File: src/rtl/dac_latch_pkg.sv
package dac_latch_pkg;
  localparam int unsigned CODE_W = 8;
  localparam int unsigned NUM_CH = 2;
  localparam int unsigned NUM_STB = 4;

  typedef enum logic {
    MODE_ILV  = 1'b0,
    MODE_DUAL = 1'b1
  } dac_mode_e;

  // strobe bit positions in the sampled vector
  localparam int unsigned STB_WR_A  = 0;
  localparam int unsigned STB_WR_B  = 1;
  localparam int unsigned STB_UPD_A = 2;
  localparam int unsigned STB_UPD_B = 3;
endpackage

File: src/rtl/rise_det.sv
module rise_det #(
  parameter int unsigned N = 4
) (
  input  logic         clk_i,
  input  logic         rst_ni,
  input  logic [N-1:0] sig_i,
  output logic [N-1:0] rise_o
);
  logic [N-1:0] prev_q;

  always_ff @(posedge clk_i or negedge rst_ni) begin
    if (!rst_ni) prev_q <= '0;
    else         prev_q <= sig_i;
  end

  assign rise_o = sig_i & ~prev_q;
endmodule

File: src/rtl/latch_pair.sv
module latch_pair #(
  parameter int unsigned W = 8
) (
  input  logic         clk_i,
  input  logic         rst_ni,
  input  logic         load_i,
  input  logic [W-1:0] din_i,
  input  logic         xfer_i,
  output logic [W-1:0] code_o
);
  logic [W-1:0] in_q, conv_q;

  always_ff @(posedge clk_i or negedge rst_ni) begin
    if (!rst_ni) begin
      in_q   <= '0;
      conv_q <= '0;
    end else begin
      if (load_i) in_q   <= din_i;
      if (xfer_i) conv_q <= in_q;   // pre-write value on a same-cycle load
    end
  end

  assign code_o = conv_q;
endmodule

File: src/rtl/iq_phase.sv
module iq_phase (
  input  logic clk_i,
  input  logic rst_ni,
  input  logic en_i,
  input  logic hold_i,
  input  logic edge_i,
  output logic upd_o,
  output logic phase_o
);
  logic phase_q;

  always_ff @(posedge clk_i or negedge rst_ni) begin
    if (!rst_ni)              phase_q <= 1'b0;
    else if (!en_i || hold_i) phase_q <= 1'b0;
    else if (edge_i)          phase_q <= ~phase_q;
  end

  assign upd_o   = en_i & ~hold_i & edge_i & ~phase_q;
  assign phase_o = phase_q;
endmodule

File: src/rtl/dual_dac_latch.sv
module dual_dac_latch
  import dac_latch_pkg::*;
(
  input  logic              clk_i,
  input  logic              rst_ni,
  input  logic              mode_i,
  input  logic [CODE_W-1:0] port_a_i,
  input  logic [CODE_W-1:0] port_b_i,
  input  logic              wr_a_i,
  input  logic              wr_b_i,
  input  logic              upd_a_i,
  input  logic              upd_b_i,
  output logic [CODE_W-1:0] code_a_o,
  output logic [CODE_W-1:0] code_b_o,
  output logic [CODE_W-1:0] comp_a_o,
  output logic [CODE_W-1:0] comp_b_o
);
  logic              started_q;
  dac_mode_e         mode_q;
  logic [NUM_STB-1:0] stb, rise;
  logic              ilv, iq_upd, iq_phase_w;
  logic [NUM_CH-1:0] load, xfer;
  logic [CODE_W-1:0] din  [NUM_CH];
  logic [CODE_W-1:0] code [NUM_CH];

  // mode captured once, first cycle out of reset
  always_ff @(posedge clk_i or negedge rst_ni) begin
    if (!rst_ni) begin
      started_q <= 1'b0;
      mode_q    <= MODE_DUAL;
    end else if (!started_q) begin
      started_q <= 1'b1;
      mode_q    <= dac_mode_e'(mode_i);
    end
  end

  assign stb = {upd_b_i, upd_a_i, wr_b_i, wr_a_i};

  rise_det #(.N(NUM_STB)) u_rise (
    .clk_i  (clk_i),
    .rst_ni (rst_ni),
    .sig_i  (stb),
    .rise_o (rise)
  );

  assign ilv = started_q && (mode_q == MODE_ILV);

  iq_phase u_phase (
    .clk_i   (clk_i),
    .rst_ni  (rst_ni),
    .en_i    (ilv),
    .hold_i  (upd_b_i),
    .edge_i  (rise[STB_UPD_A]),
    .upd_o   (iq_upd),
    .phase_o (iq_phase_w)
  );

  always_comb begin
    din[0] = port_a_i;
    din[1] = port_b_i;
    load   = '0;
    xfer   = '0;
    if (started_q) begin
      if (ilv) begin
        din[1]  = port_a_i;
        load[0] = rise[STB_WR_A] &  wr_b_i;
        load[1] = rise[STB_WR_A] & ~wr_b_i;
        xfer    = {NUM_CH{iq_upd}};
      end else begin
        load = {rise[STB_WR_B],  rise[STB_WR_A]};
        xfer = {rise[STB_UPD_B], rise[STB_UPD_A]};
      end
    end
  end

  for (genvar g = 0; g < NUM_CH; g++) begin : g_ch
    latch_pair #(.W(CODE_W)) u_lp (
      .clk_i  (clk_i),
      .rst_ni (rst_ni),
      .load_i (load[g]),
      .din_i  (din[g]),
      .xfer_i (xfer[g]),
      .code_o (code[g])
    );
  end

  assign code_a_o = code[0];
  assign code_b_o = code[1];
  assign comp_a_o = ~code[0];
  assign comp_b_o = ~code[1];
endmodule

File: config.mk
export PLATFORM = sky130hd
export DESIGN_NAME = dual_dac_latch
export DESIGN_NICKNAME = d
export VERILOG_FILES = /design/src/rtl/dac_latch_pkg.sv /design/src/rtl/rise_det.sv /design/src/rtl/latch_pair.sv /design/src/rtl/iq_phase.sv /design/src/rtl/dual_dac_latch.sv
export SDC_FILE = /design/constraint.sdc
export NUM_CORES = 1
export LEC_CHECK = 0
export BUFFER_PORTS_ARGS = -buffer_cell sky130_fd_sc_hd__buf_2
export CAP_MARGIN = 5
export CORE_MARGIN = 3
export CORE_UTILIZATION = 30
export CTS_CLUSTER_DIAMETER = 30
export DETAILED_ROUTE_END_ITERATION = 10
export GPL_TIMING_DRIVEN = 0
export SKIP_CTS_REPAIR_TIMING = 1
export SLEW_MARGIN = 30
export SYNTH_ARGS = -nofsm -noshare
export SYNTH_HDL_FRONTEND = slang
export SYNTH_SLANG_ARGS = --single-unit
File: constraint.sdc
create_clock -name clk_i -period 2.3 [get_ports clk_i]
set_input_delay 0.115 -clock clk_i [delete_from_list [all_inputs] [get_ports clk_i]]
set_output_delay 0.115 -clock clk_i [all_outputs]
set_load 0.05 [all_outputs]
==> key figures <==
Clock tree
  • Root buffer cell: clkbuf_8
  • CTS Sinks: 39
  • CTS Buf Count: 5
  • CTS tree: built
  • Clock-pin transition on the worst setup and hold timing paths: 0.07 ns
  • Maximum buffer depth of the clock tree: 2
  • Worst-Skew Late Latency: 0.28 ns
  • H-tree depth: 2

Worst setup path
  • Worst endpoint required time: 2.47 ns
  • Worst EP arrival: 2.02 ns
  • R2R depth: 3
  • Crit Path Max Fanout: 8
  • FF-to-FF End: g_ch[1].u_lp.in_q[0]
  • CP Launch Type: input pin
  • CP max stage delay: 0.53 ns
  • Crit-path cells: dlygate4sd3_1 > buf_2 > or4b_4 > a21boi_4 > mux2_2
  • Worst reg2reg startpoint: u_rise.prev_q[0]
  • Setup crit end kind: flop
  • CP max stage cell: dlygate4sd3_1
  • Setup CP Type: in -> reg
  • Reg2reg setup slack: 0.56 ns

Finish
  • Share of layout cells above drive strength 1: 61.7%
  • N_diodes: 0
  • Area Overhead vs Synth: 30.0%
  • Final #Nets: 202
  • Finished Core Util: 41.2%
  • Design area: 2140 µm²

Logic synthesis
  • Post-Synth Adder-Cell Area: 0%
  • Most common library cells after synthesis: 41 x mux2_2, 38 x dfrtp_1, 16 x inv_1
  • Cell accounting for the most synthesized area: dfrtp_1
  • Syn_nets: 136
  • Largest family of logic cells by synthesized area: multiplexers
  • Mapped Cells: 113
  • Count of cell types in the netlist: 18
  • Post-Synth Simple-Gate Area: 4.78%
  • Syn Area/Cell: 14.6 µm²
  • Post-synthesis mux area share: 28.0%
  • Post-synth top flop: dfrtp_1
  • Number of synthesized flops with an enable pin: 0
  • Synth Area in XOR/XNOR: 0.532%
  • Mapped cell area: 1650 µm²
  • Register area share after synthesis: 59.3%
  • Area share of the largest cell type after synthesis: 57.7%
  • Synthesis Warnings: 0
  • Yosys reg bits: 39
  • Most repeated cell in the gate-level netlist after synthesis: mux2_2
  • FFs w/ async S/R, synth: 100%
  • Compound-gate portion of the synthesized area: 2.89%
  • Synth area leaders: dfrtp_1 58%, mux2_2 28%, inv_1 3.6%, or4b_4 1.7%, dfstp_2 1.6%

STA
  • Period utilization: 80.5%
  • Final WS setup: 0.447 ns
  • Fmax: 540 MHz
  • Setup-failing EPs final: 0
  • RSZ-0062 raised after global routing: false
  • Tmin final: 1.85 ns
  • Setup TNS: 0 ns
  • Worst Skew: 0.00252 ns
  • Hold Slack: 0.0645 ns
  • Max-slew violations: 0
  • Final hold viol count: 0

Hold path
  • Hold wc startpoint: mode_i
  • Hold path depth: 2
  • Hold endpoint: mode_q
  • Hold WC Path Type: in -> reg

GRT
  • Vias in the first global route: 904
  • First-pass GRT wire length: 4630 µm
  • Remaining global-route overflow: 0
  • Total track usage: 9.83%
  • Initial antenna violation count: 0
  • Pin count of the biggest net entering global routing: 40

Status
  • Outcome: finished, final reports clean

Die
  • IO Pins: 55
  • Starting density of the core: 31.7%
  • Core area: 5200 µm²
  • Cell Rows: 26
  • Die W: 80.1 µm
  • Die H: 80.1 µm
  • Die ar.: 6420 µm²

Place
  • DP HPWL: 2230 µm
  • GPL Wtd Cong: 0.689
  • Pre-CTS setup slack: 0.551 ns
  • Post-place instance area: 2010 µm²
  • PortBufs: 54

Power and ir drop
  • Leak: 1.03 nW
  • Peak VDD IR: 0.858 mV
  • Pwr dens: 1390 nW/µm²

Drt
  • DRT iter0 DRCs: 35
  • Via density: 4.09
  • Total number of vias: 1023
  • Routed len/inst: 12.1 µm
  • DRT Pass-1 Iters: 2
  • Detail Route Antenna Nets: 0
  • # DRC: 0
  • Total wire length: 3030 µm

Flow run
  • Max-Cap Viols: 0
[how the worst max path moves through the flow]
stage / start / to / depth (start not counted)
floorplan: u_rise.prev_q[0] / g_ch[1].u_lp.in_q[0] / 3
global placement: u_rise.prev_q[0] / g_ch[1].u_lp.in_q[0] / 3
detailed placement: u_rise.prev_q[0] / g_ch[1].u_lp.in_q[7] / 3
CTS: u_rise.prev_q[0] / g_ch[1].u_lp.in_q[0] / 3
global route: wr_b_i / g_ch[1].u_lp.in_q[0] / 5
finish: wr_b_i / g_ch[1].u_lp.in_q[0] / 5
[worst max-delay path: cells and delay by family]
family | cells | cell delay [ns]
compound gates | 1 | 0.32
buf+inv | 2 | 0.68
mux | 1 | 0.38
simple gates | 1 | 0.52
[routing by layer]
layer	GRT usage, %	vias to the layer above	wire (µm)
met4	4.05	0	19
met1	11.8	480	1390
li1	-	512	-
met3	3.70	2	159
met2	15.8	29	1460
met5	0	-	0
[cell families (layout without fill, tap and decap cells)]
group / count (synthesis) / in the layout
AOI/OAI and AO/OA: 3 / 3
xor gates and xnor gates: 1 / 1
buffers and inverters: 18 / 85
DFF: 39 / 39
muxes: 41 / 41
other: 1 / 1
and+or+nand+nor: 10 / 10
[cell usage in the layout, fill, tap and decap left out, drive strengths merged, types with 2 or more instances in the layout]
cell,instances
buf,56
mux2,41
clkinv,3
dfrtp,38
inv,16
clkbuf,5
dlygate4sd3,5
or4b,2
nor2,2
[cell type report]
| class | count | area (µm²) |
|---|---|---|
| fill | 515 | 3060 |
| sequential | 39 | 977 |
| multi-input combinational | 56 | 601 |
| timing repair buffer | 59 | 323 |
| tap | 70 | 87.6 |
| clock buffer | 5 | 68.8 |
| inverter | 16 | 60.1 |
| clock inverter | 3 | 15.0 |
| buffer | 2 | 10.0 |
[report_power, final]
group / leakage, nW / switching [mW] / internal (mW) / total, mW
sequential: 0.465 / 0.128 / 0.898 / 1.03
clock: 0.0477 / 0.228 / 0.207 / 0.436
combinational: 0.521 / 1.12 / 0.386 / 1.51
[state kept, by name, summed over array words and instances, names as in the netlist]
register	cells
g_ch.u_lp.in_q	16
u_phase.phase_o	1
g_ch.u_lp.code_o	16
started_q	1
mode_q	1
u_rise.prev_q	4
[stage by stage]
stage          instances  power, mW
6_report             250       2.97
5_1_grt              250       3.12
4_1_cts              245       3.00
3_5_place_dp         237       2.55
3_3_place_gp         237       2.54
2_1_floorplan        113       2.21
(Power assumes the default switching activity.)
